$ cat src/rtl/frame_crc_pkg.sv
package frame_crc_pkg;
  localparam int CRC_W = 34;
  localparam int PAD_W = 6;
  localparam logic [CRC_W-1:0] CRC_POLY_DEFAULT = 34'h2_3B55_0A6D;

  typedef logic [CRC_W-1:0] crc_t;

  typedef struct packed {
    logic oversize;
    logic pad_bad;
    logic crc_bad;
  } reject_t;

  // Shift one octet (or only its top PAD_W bits) into the CRC, MSB first.
  function automatic crc_t crc_feed(crc_t state, logic [7:0] octet,
                                    logic top_only, crc_t poly);
    crc_t c;
    logic fb;
    c = state;
    for (int i = 0; i < 8; i++) begin
      if (!(top_only && i >= PAD_W)) begin
        fb = c[CRC_W-1] ^ octet[7-i];
        c  = {c[CRC_W-2:0], 1'b0};
        if (fb) c = c ^ poly;
      end
    end
    return c;
  endfunction
endpackage

$ cat src/rtl/frame_seg_walker.sv
module frame_seg_walker
  import frame_crc_pkg::*;
#(
  parameter int SEG_BYTES = 48
) (
  input  logic                   clk,
  input  logic                   rst_n,
  input  logic                   seg_valid,
  output logic                   seg_ready,
  input  logic [SEG_BYTES*8-1:0] seg_data,
  input  logic                   seg_end,
  output logic                   byte_valid,
  input  logic                   byte_ready,
  output logic [7:0]             byte_data,
  output logic                   byte_last,
  output logic                   seg_take,
  output logic                   step,
  output logic                   first,
  output logic                   top_only,
  output logic                   frame_end,
  output crc_t                   crc_rx,
  output logic                   pad_bad
);
  localparam int SEG_W    = SEG_BYTES * 8;
  localparam int IDX_W    = $clog2(SEG_BYTES);
  localparam int SEL_W    = $clog2(SEG_W);
  localparam int TRL_IDX  = SEG_BYTES - 5;
  localparam int DATA_MAX = SEG_BYTES - 6;

  logic             busy;
  logic             end_q;
  logic             in_frame;
  logic [SEG_W-1:0] seg_q;
  logic [IDX_W-1:0] idx;
  logic [PAD_W-1:0] pad_len;
  logic [PAD_W-1:0] pad_eff;
  logic [IDX_W-1:0] data_last;
  logic [SEL_W-1:0] bit_pos;
  logic             fwd;
  logic             advance;
  logic             at_trl;
  logic             seg_done;

  assign seg_ready = !busy;
  assign seg_take  = seg_valid && !busy;

  assign pad_len   = seg_q[CRC_W +: PAD_W];
  assign crc_rx    = seg_q[CRC_W-1:0];
  assign pad_bad   = pad_len > PAD_W'(DATA_MAX);
  assign pad_eff   = pad_bad ? '0 : pad_len;
  assign data_last = end_q ? IDX_W'(DATA_MAX) - IDX_W'(pad_eff)
                           : IDX_W'(SEG_BYTES - 1);

  assign bit_pos   = SEL_W'(SEG_W - 8) - (SEL_W'(idx) << 3);
  assign byte_data = seg_q[bit_pos +: 8];

  assign fwd        = idx <= data_last;
  assign byte_valid = busy && fwd;
  assign byte_last  = byte_valid && end_q && (idx == data_last);
  assign advance    = busy && (!fwd || byte_ready);
  assign at_trl     = end_q && (idx == IDX_W'(TRL_IDX));
  assign seg_done   = advance && (end_q ? at_trl : (idx == IDX_W'(SEG_BYTES - 1)));

  assign step      = advance;
  assign first     = !in_frame;
  assign top_only  = at_trl;
  assign frame_end = seg_done && end_q;

  always_ff @(posedge clk) begin
    if (!rst_n) begin
      busy     <= 1'b0;
      end_q    <= 1'b0;
      in_frame <= 1'b0;
      seg_q    <= '0;
      idx      <= '0;
    end else begin
      if (seg_take) begin
        busy  <= 1'b1;
        seg_q <= seg_data;
        end_q <= seg_end;
        idx   <= '0;
      end else if (advance) begin
        idx <= idx + 1'b1;
        if (seg_done) busy <= 1'b0;
      end
      if (frame_end)    in_frame <= 1'b0;
      else if (advance) in_frame <= 1'b1;
    end
  end


  byte_hold_chk: assert property (@(posedge clk) disable iff (!rst_n)
    byte_valid && !byte_ready |=> byte_valid && $stable(byte_data) && $stable(byte_last));


  take_busy_chk: assert property (@(posedge clk) disable iff (!rst_n)
    seg_valid && seg_ready |=> !seg_ready);
endmodule

$ cat config.mk
export PLATFORM = sky130hd
export DESIGN_NAME = frame_seg_walker
export DESIGN_NICKNAME = d
export VERILOG_FILES = /design/src/rtl/frame_crc_pkg.sv /design/src/rtl/frame_seg_walker.sv
export SDC_FILE = /design/constraint.sdc
export NUM_CORES = 1
export LEC_CHECK = 0
export CORE_MARGIN = 3
export CORE_UTILIZATION = 58
export CTS_CLUSTER_SIZE = 12
export DETAILED_ROUTE_END_ITERATION = 10
export DONT_BUFFER_PORTS = 1
export PLACE_DENSITY = 0.83
export SYNTH_ARGS = -nofsm -noshare
export SYNTH_HDL_FRONTEND = slang
export SYNTH_SLANG_ARGS = --single-unit
$ cat constraint.sdc
create_clock -name clk -period 3.3 [get_ports clk]
set_input_delay 0.495 -clock clk [delete_from_list [all_inputs] [get_ports clk]]
set_output_delay 0.495 -clock clk [all_outputs]
set_load 0.01 [all_outputs]
# Yosys cells after proc, flatten, opt, wreduce, memory -nomap -nowiden
# Index checks and enable logic that the tools add are counted.
word_totals:
  regBits: 393
  inputBits: 389
  output_inout_bits: 51
  word_cells: 38
op_classes:
  add_sub_neg: 3
  order_cmp: 2
  n_eq_ne: 3
  shift: 1
  muxes: 6
  bitwise: 1
  reduce_logical: 17
ops:
  columns: ["operator", "count"]
  rows:
  - ["indexed part select 384 x 10 -> 8 bit", 1]
  - ["== test 6 bit, second input constant", 2]
  - ["two-way mux 6 bit", 2]
  - ["subtractor 9 bit, first input constant", 1]
  - ["logical AND 1 bit", 8]
  - ["adder 6 x 1 -> 6 bit, second input constant", 1]
  - ["== test 6 bit", 1]
  - ["greater-than comparator 6 bit, second input constant", 1]
  - ["<= comparator 6 bit", 1]
  - ["subtractor 6 bit, first input constant", 1]
  - ["two-way mux 1 bit", 4]
  - ["nonzero test 2 bit", 2]
  - ["OR reduction 2 bit", 2]
  - ["zero test 1 bit", 3]
  - ["AND reduction 2 bit", 1]
  - ["logical OR 1 bit", 1]
  - ["NOT 1 bit", 1]

# Depth between registers and ports, before layout
# Gate-level depths: netlist (run 1).
depth:
  depth_word: 12
  ltp_mapped: 15
  depth_no_buf: 14

# Worst setup path after synthesis (run 1)
# Ideal clock, no wire load.
synth_timing:
  path_type: "register -> output"
  startpoint: "register seg_q[36]"
  endpoint: "output port frame_end"
  t_arrival_ns: 3.025
  required_time_ns: 2.805
  slack_ns: -0.220
  stages_incl_launch_ff: 15
  path_buffers: 1
  cell_sequence: "dfxtp_1 > a21o_1 > a21oi_1 > nand2b_1 > and2_1 > ha_1 > o21ai_0 > xnor2_1 > nand3_1 > ha_1 > nand4_1 > o21bai_1 > a41oi_1 > clkbuf_1 > and2_1"
synth_via:
  elab_chain_len: 10
synth_rtl:
  columns: ["element", "line_no", "text"]
  rows:
  - ["start, declared", "frame_seg_walker.sv:33", "logic [SEG_W-1:0] seg_q;"]
  - ["start signal, assigned", "frame_seg_walker.sv:79", "seg_q <= seg_data;"]
  - ["greater-than comparator 6 bit", "frame_seg_walker.sv:49", "assign pad_bad = pad_len > PAD_W'(DATA_MAX);"]
  - ["two-way mux 6 bit (*)", "frame_seg_walker.sv:50", "assign pad_eff = pad_bad ? '0 : pad_len;"]
  - ["subtractor 6 bit (*)", "frame_seg_walker.sv:51", "assign data_last = end_q ? IDX_W'(DATA_MAX) - IDX_W'(pad_eff)"]
  - ["two-way mux 6 bit (*)", "frame_seg_walker.sv:51", null]
  - ["<= comparator 6 bit (*)", "frame_seg_walker.sv:57", "assign fwd = idx <= data_last;"]
  - ["zero test 1 bit (*)", "frame_seg_walker.sv:60", "assign advance = busy && (!fwd || byte_ready);"]
  - ["logical OR 1 bit (*)", "frame_seg_walker.sv:60", null]
  - ["logical AND 1 bit (*)", "frame_seg_walker.sv:60", null]
  - ["net step", "frame_seg_walker.sv:17", "output logic step,"]
  - ["logical AND 1 bit (*)", "frame_seg_walker.sv:62", "assign seg_done = advance && (end_q ? at_trl : (idx == IDX_W'(SEG_BYTES - 1)));"]
  - ["logical AND 1 bit (*)", "frame_seg_walker.sv:67", "assign frame_end = seg_done && end_q;"]
  - ["end, declared", "frame_seg_walker.sv:20", "output logic frame_end,"]
# Mark *: on every way through the listed nets, which the timed path passes. The rest lies on a longest branch.

# Worst setup path after layout (run 1)
layout_timing:
  startpoint: "register seg_q[35]"
  endpoint: "output port frame_end"
layout_via:
  elab_chain_len: 10
layout_rtl:
  columns: ["element", "line_no"]
  rows:
  - ["greater-than comparator 6 bit", "frame_seg_walker.sv:49"]
  - ["two-way mux 6 bit (*)", "frame_seg_walker.sv:50"]
  - ["subtractor 6 bit (*)", "frame_seg_walker.sv:51"]
  - ["two-way mux 6 bit (*)", "frame_seg_walker.sv:51"]
  - ["<= comparator 6 bit (*)", "frame_seg_walker.sv:57"]
  - ["zero test 1 bit (*)", "frame_seg_walker.sv:60"]
  - ["logical OR 1 bit (*)", "frame_seg_walker.sv:60"]
  - ["logical AND 1 bit (*)", "frame_seg_walker.sv:60"]
  - ["logical AND 1 bit (*)", "frame_seg_walker.sv:62"]
  - ["logical AND 1 bit (*)", "frame_seg_walker.sv:67"]
# Every way passes the cells marked *; elsewhere a longest branch is shown, timed or not.

==> results of run 1 <==
## worst max-delay path, stage by stage (launching register included)
cell and delay, ns:
dfxtp_2 0.32, a21o_1 0.20, a21oi_2 0.17, nand2b_4 0.15, and2_4 0.15, ha_4 0.14, o21ai_2 0.06, xnor2_1 0.17
nand3_1 0.10, ha_1 0.32, nand4_1 0.14, o21bai_4 0.22, a41oi_2 0.24, and2_4 0.22
## where the power goes
part / switching (W) / total [W] / internal (W)
sequential: 0.000179 / 0.00519 / 0.00501
combinational: 0.000525 / 0.000978 / 0.000454
clock: 0.00184 / 0.00467 / 0.00283
## cell usage after synthesis (2+ instances only)
library cell / instances
buf_2: 7
mux2_2: 11
a221oi_1: 4
mux4_2: 98
nand2b_1: 5
ha_1: 9
a22oi_1: 4
buf_1: 9
nand3_1: 5
and2_1: 8
nor2_1: 15
a21boi_0: 385
buf_6: 2
mux4_1: 8
o21ai_0: 4
and3_1: 5
xnor2_1: 3
nand2_1: 783
dfxtp_1: 393
mux2i_1: 7
a211oi_1: 4
clkbuf_1: 132
o31ai_1: 2
a21o_1: 2
buf_4: 41
nand4_1: 3
a31oi_1: 4
inv_1: 6
nor2b_1: 6
o22ai_1: 8
buf_12: 3
a21oi_1: 9
## cell type report
type / instances / area [sq um]
Fill cell: 2416 / 10500
Inverter: 8 / 41.3
Clock buffer: 63 / 1280
Sequential cell: 393 / 7880
Antenna cell: 1 / 2.50
Timing Repair Buffer: 76 / 880
Tap cell: 396 / 495
Clock inverter: 6 / 85.1
Multi-Input combinational cell: 1407 / 9450
## layer usage
metal	part of all wire (%)	GRT usage (%)
met2	49	49.6
met5	0.059	0
met4	3.9	11.3
met3	8.6	6.74
met1	39	38.1
## sequential cells by signal, indices dropped and copies added, names as in the netlist
register and count:
seg_q 384, end_q 1, busy 1, idx 6, in_frame 1
## through the flow
| stage | hold slack (ns) | power, W | setup TNS [ns] | cells |
|---|---|---|---|---|
| global placement | 0.446 | 0.00612 | 0 | 2245 |
| detailed placement | 0.453 | 0.00617 | 0 | 2245 |
| floorplan | 0.439 | 0.00599 | 0 | 2003 |
| CTS | 0.0960 | 0.0108 | -0.890 | 2332 |
| finish | 0.105 | 0.0108 | -1.18 | 2350 |
| global route | 0.103 | 0.0112 | -1.60 | 2349 |
## kinds of logic (layout without fill, tap and decap cells)
kind of cell / Yosys count / in the layout / share of synthesized area [%]
buffers and inverters: 203 / 153 / 5.52
xor gates and xnor gates: 4 / 4 / 0.194
other: 0 / 1 / 0
muxes: 124 / 124 / 14.4
and+or+nand+nor: 834 / 834 / 17.8
adders and majority gates: 9 / 9 / 0.623
DFF: 393 / 393 / 43.5
AOI/OAI and AO/OA: 436 / 436 / 17.9
## worst max path at each step
stage                   start        end  slack [ns]
floorplan           seg_q[36]  frame_end        0.03
global placement    seg_q[35]  frame_end        0.19
detailed placement  seg_q[34]     idx[3]        0.11
CTS                 seg_q[34]  frame_end       -0.25
global route        seg_q[35]  frame_end       -0.42
finish              seg_q[35]  frame_end       -0.34
## placed cells by master, fill, tap and decap left out, drive strengths merged, types with 4 or more instances in the layout
master	netlist	layout
nand2	783	783
mux2	11	11
a221oi	5	5
and2	8	8
a211oi	4	4
inv	7	6
a21oi	9	9
nor2	15	15
mux2i	7	7
dfxtp	393	393
nand2b	5	5
and3	5	5
a31oi	4	4
mux4	106	106
clkbuf	133	63
nor2b	6	6
a21boi	385	385
buf	62	75
o22ai	8	8
o21ai	5	5
a22oi	4	4
nand3	5	5
ha	9	9
## timing repair
action / CTS / global route
pin swaps: 16 / 24
endpoints found under the setup margin: 12 / 12
setup buffers: 16 / 18
gates cloned: 2 / 0
hold buffers: 0 / 0
resized for setup: 49 / 21
==> impl_metrics.env, run 1 <==
export IMPL_setup_violations=4
export IMPL_async_flop_share_pct=0
export IMPL_core_sq_um=30700
export IMPL_power_density_nw_per_um2=539
export IMPL_p_leak_nw=7.24
export IMPL_rsz0062_at_grt="true"
export IMPL_maxCapViolations=0
export IMPL_synth_edf_count=0
export IMPL_grt_max_degree=391
export IMPL_post_route_util_pct=65.6
export IMPL_antenna_found_initial=2
export IMPL_vias=14082
export IMPL_clkLatencyLatePin_ns=0.53
export IMPL_relSlewSlack_pct=36.3
export IMPL_core_rowCount=64
export IMPL_avgSynthCellArea_sq_um=9.03
export IMPL_worstRegToRegCells=15
export IMPL_failed_checks="setup timing"
export IMPL_finalWirelength_microns=52200
export IMPL_cts_buffers=42
export IMPL_path_class="flip-flop to output pin"
export IMPL_drc_errors=0
export IMPL_timing_final_ws_setup_ns=-0.338
export IMPL_dieWidth_microns=183
export IMPL_dieArea_sq_um=33300
export IMPL_ys_dominant_reg_cell="dfxtp_1"
export IMPL_place_area_sq_um=18000
export IMPL_cts_clk_slew_worst_paths_ns=0.06
export IMPL_clock_path_buffers=3
export IMPL_synth_largest_area_cell="dfxtp_1"
export IMPL_track_usage_pct=29.8
export IMPL_cts_root_buf="clkbuf_16"
export IMPL_final_period_utilization_pct=110
export IMPL_grt_pass1_vias=13626
export IMPL_hold_path_class="primary input to flip-flop"
export IMPL_min_path_cells=2
export IMPL_status="complete, but fails checks"
export IMPL_end_kind="output pin"
export IMPL_syn_cell_area_sq_um=18100
export IMPL_syn_to_final_growth_pct=11.2
export IMPL_io_pins=440
export IMPL_ys_warn_count=0
export IMPL_fp_dieH_microns=183
export IMPL_synth_top_area_share_pct=43.5
export IMPL_rr_endpoint="idx[3]"
export IMPL_hold_viol=0
export IMPL_port_buffers=0
export IMPL_cts_tree="yes"
export IMPL_gp_congestion=0.881
export IMPL_layout_drive_gt1_share_pct=14.7
export IMPL_finalClockSkew_ns=0.00738
export IMPL_period_needed_ns=3.64
export IMPL_grt_overflow=0
export IMPL_cp_data_required_time_ns=2.80
export IMPL_nNetsFinal=2326
export IMPL_critPathMaxFanout=3
export IMPL_rr_startpoint="seg_q[35]"
export IMPL_startpoint_type="flip-flop"
export IMPL_drt_pass1_iterations=5
export IMPL_min_from="seg_data[355]"
export IMPL_syn_nets=2401
export IMPL_worst_slew_pin_slew_ns=0.954
export IMPL_reg2reg_setup_slack_ns=0.16
export IMPL_min_to="seg_q[355]"
export IMPL_drtIter0Drc=1211
export IMPL_syn_inst=2003
export IMPL_cts_htree_levels=2
export IMPL_synth_cell_types=50
export IMPL_design_area_sq_um=20100
export IMPL_initial_core_util_pct=59.0
export IMPL_peakVddDrop_mv=0.395
export IMPL_max_freq_mhz=275
export IMPL_arrival_ns=3.14
export IMPL_routedWlPerCell_microns=22.2
export IMPL_clkSinkCount=393
export IMPL_dp_final_hpwl_microns=36200
export IMPL_dp_slack_ns=0.112
export IMPL_slew_viol_final=0
export IMPL_ant_nets=0
export IMPL_synthTopCellsByArea="dfxtp_1 (43%), nand2_1 (16%), a21boi_0 (16%), mux4_2 (12%), clkbuf_1 (2.7%)"
export IMPL_grt_pass1_wl_microns=77700
export IMPL_ys_seq_elements=393
export IMPL_yosysSeqAreaShare_pct=43.5
export IMPL_vias_per_cell=5.99
(Power assumes the default switching activity.)
==> run 2, diff against run 1 <==
--- a/config.mk
+++ b/config.mk
@@ -5,6 +5,7 @@
 export SDC_FILE = /design/constraint.sdc
 export NUM_CORES = 1
 export LEC_CHECK = 0
+export CORE_ASPECT_RATIO = 0.6
 export CORE_MARGIN = 3
 export CORE_UTILIZATION = 58
 export CTS_CLUSTER_SIZE = 12
==> run 2 against run 1 <==
Compared with the run above: the flow still finishes with violations (setup timing); utilization fell by 0.37 points; flip-flop and latch count did not move; critical path type unchanged; via count fell by 0.13%; first-iteration DRC count rose by 13%.
==> impl_metrics.env, run 2 (synthesis results as in run 1) <==
export IMPL_status="complete, but fails checks"
export IMPL_failed_checks="setup timing"
export IMPL_peakVddDrop_mv=0.397
export IMPL_clkLatencyLatePin_ns=0.53
export IMPL_grt_pass1_wl_microns=75600
export IMPL_min_from="seg_data[234]"
export IMPL_max_freq_mhz=273
export IMPL_grt_max_degree=391
export IMPL_final_common_cell="nand2_1"
export IMPL_vias=14063
export IMPL_holdWs_ns=0.106
export IMPL_min_path_cells=2
export IMPL_drt_pass1_iterations=8
export IMPL_hold_viol=0
export IMPL_use_met3_pct=10.5
export IMPL_finalWirelength_microns=51800
export IMPL_gp_congestion=0.895
export IMPL_fp_dieH_microns=143
export IMPL_startpoint_type="flip-flop"
export IMPL_initial_core_util_pct=59.6
export IMPL_reg2reg_setup_slack_ns=0.15
export IMPL_setup_violations=4
export IMPL_maxCapViolations=0
export IMPL_syn_to_final_growth_pct=9.45
export IMPL_period_needed_ns=3.66
export IMPL_cts_tree="yes"
export IMPL_critical_path_buf_inv_count=1
export IMPL_final_cells=2341
export IMPL_slew_viol_final=0
export IMPL_ant_nets=0
export IMPL_dieWidth_microns=234
export IMPL_cts_buffers=39
export IMPL_cts_clk_slew_worst_paths_ns=0.07
export IMPL_post_route_util_pct=65.2
export IMPL_regArea_sq_um=7880
export IMPL_port_buffers=0
export IMPL_min_to="seg_q[234]"
export IMPL_placed_cells=2246
export IMPL_clock_path_buffers=3
export IMPL_worstRegToRegCells=15
export IMPL_busiest_layer="met2"
export IMPL_hold_path_class="primary input to flip-flop"
export IMPL_cts_hold_buf=0
export IMPL_p_leak_nw=7.08
export IMPL_critical_path_top_delay_family="simple AND/OR/NAND/NOR gates"
export IMPL_final_period_utilization_pct=111
export IMPL_drtIter0Drc=1374
export IMPL_power_density_nw_per_um2=521
export IMPL_met1_usage_pct=38.6
export IMPL_dp_final_hpwl_microns=36500
export IMPL_cts_htree_levels=2
export IMPL_cp_data_required_time_ns=2.80
export IMPL_crit_path_max_incr_delay_ns=0.33
export IMPL_routedWlPerCell_microns=22.1
export IMPL_relSlewSlack_pct=29.5
export IMPL_rr_startpoint="seg_q[35]"
export IMPL_power_w=0.0103
export IMPL_rsz0062_at_grt="true"
export IMPL_arrival_ns=3.17
export IMPL_mostFrequentLayoutCells="nand2_1 (782), dfxtp_1 (387), a21boi_0 (385), mux4_2 (99), clkbuf_16 (43)"
export IMPL_worst_slew_pin_slew_ns=1.06
export IMPL_path_class="flip-flop to output pin"
export IMPL_met2_usage_pct=44.9
export IMPL_layout_drive_gt1_share_pct=13.7
export IMPL_crit_path_frequent_cell="and2_4"
export IMPL_dieArea_sq_um=33400
export IMPL_track_usage_pct=29.4
export IMPL_fill_cells=2390
export IMPL_rr_endpoint="idx[3]"
export IMPL_end_kind="output pin"
export IMPL_reg_top3="seg_q x384, idx x6"
export IMPL_core_sq_um=30300
export IMPL_io_pins=440
export IMPL_antenna_found_initial=10
export IMPL_largest_reg_flops=384
export IMPL_critPathMaxFanout=4
export IMPL_multiInputGateArea_sq_um=9420
export IMPL_nNetsFinal=2314
export IMPL_grt_overflow=0
export IMPL_tns_ns=-1.14
export IMPL_path_cells="a21o_1, a21oi_2, nand2b_4, and2_4, ha_4, buf_4, and3_1, o21a_1, ha_1, nand4_1, o21bai_4, a41oi_2, and2_4"
export IMPL_regMostFlops="seg_q"
export IMPL_crit_slowest_cell="dfxtp_2"
export IMPL_grt_pass1_vias=13525
export IMPL_clkSinkCount=393
export IMPL_finalClockSkew_ns=0.0123
export IMPL_cts_root_buf="clkbuf_16"
export IMPL_drc_errors=0
export IMPL_timing_final_ws_setup_ns=-0.360
export IMPL_vias_per_cell=6.01
export IMPL_core_rowCount=49
-- run 2: changes by cell type in the layout (fill, tap and decap cells not counted), moves of 4 or more --
cell / previous run / this run
buf_12: 17 / 12
buf_4: 52 / 42
clkbuf_1: 10 / 5
clkbuf_8: 7 / 3
diode_2: 1 / 7
-- run 2: how the worst max path moves through the flow --
stage / start / endpoint / slack (ns) / depth (start not counted)
after floorplan: seg_q[36] / frame_end / 0.03 / 14
after global placement: seg_q[35] / idx[3] / 0.09 / 15
after detailed placement: seg_q[35] / idx[3] / -0.04 / 15
after CTS: seg_q[34] / frame_end / -0.30 / 13
after global routing: seg_q[35] / frame_end / -0.46 / 13
final: seg_q[35] / frame_end / -0.36 / 13
-- run 2: where the power goes --
part / total (W) / internal [W] / switching, W
Sequential: 0.00519 / 0.00501 / 0.000175
Clock: 0.00417 / 0.00237 / 0.00179
Combinational: 0.000956 / 0.000431 / 0.000525
-- run 2: what timing repair did --
item	CTS	global route
setup endpoints to repair	13	12
gates resized for setup	35	23
setup buffers	16	17
pin swaps	10	11
gates cloned	3	3
endpoints found under the hold margin	0	0
-- run 2: stage by stage --
stage | instance area, sq um | worst slack [ns]
finish | 19800 | -0.360
global route | 19800 | -0.465
CTS | 19500 | -0.298
detailed placement | 18000 | -0.0388
global placement | 18000 | 0.0925
floorplan | 18100 | 0.0285
-- run 2: layout make-up --
class                           instances  area share [%]
Clock buffer                           49            5.49
Timing Repair Buffer                   66            3.96
Inverter                                8           0.209
Timing Repair inverter                  1          0.0253
Tap cell                              408            2.58
Antenna cell                            7          0.0885
Multi-Input combinational cell       1407            47.6
Clock inverter                          2           0.253
Sequential cell                       393            39.8
-- run 2: metal layers --
metal / vias up / wire length, microns
met5: - / 24
met4: 4 / 1830
met3: 115 / 5700
met2: 609 / 23400
met1: 6781 / 20900
li1: 6554 / -
-- run 2: worst reg2reg max path: stages (launching register included) --
cell	delay, ns
dfxtp_2	0.33
a21o_1	0.14
a21oi_2	0.06
nand2b_4	0.16
and2_4	0.17
ha_4	0.16
buf_4	0.13
and3_1	0.16
o21a_1	0.17
ha_1	0.27
nand4_1	0.18
o21bai_4	0.24
a41oi_2	0.26
buf_6	0.19
nand4_1	0.12
mux2_2	0.31
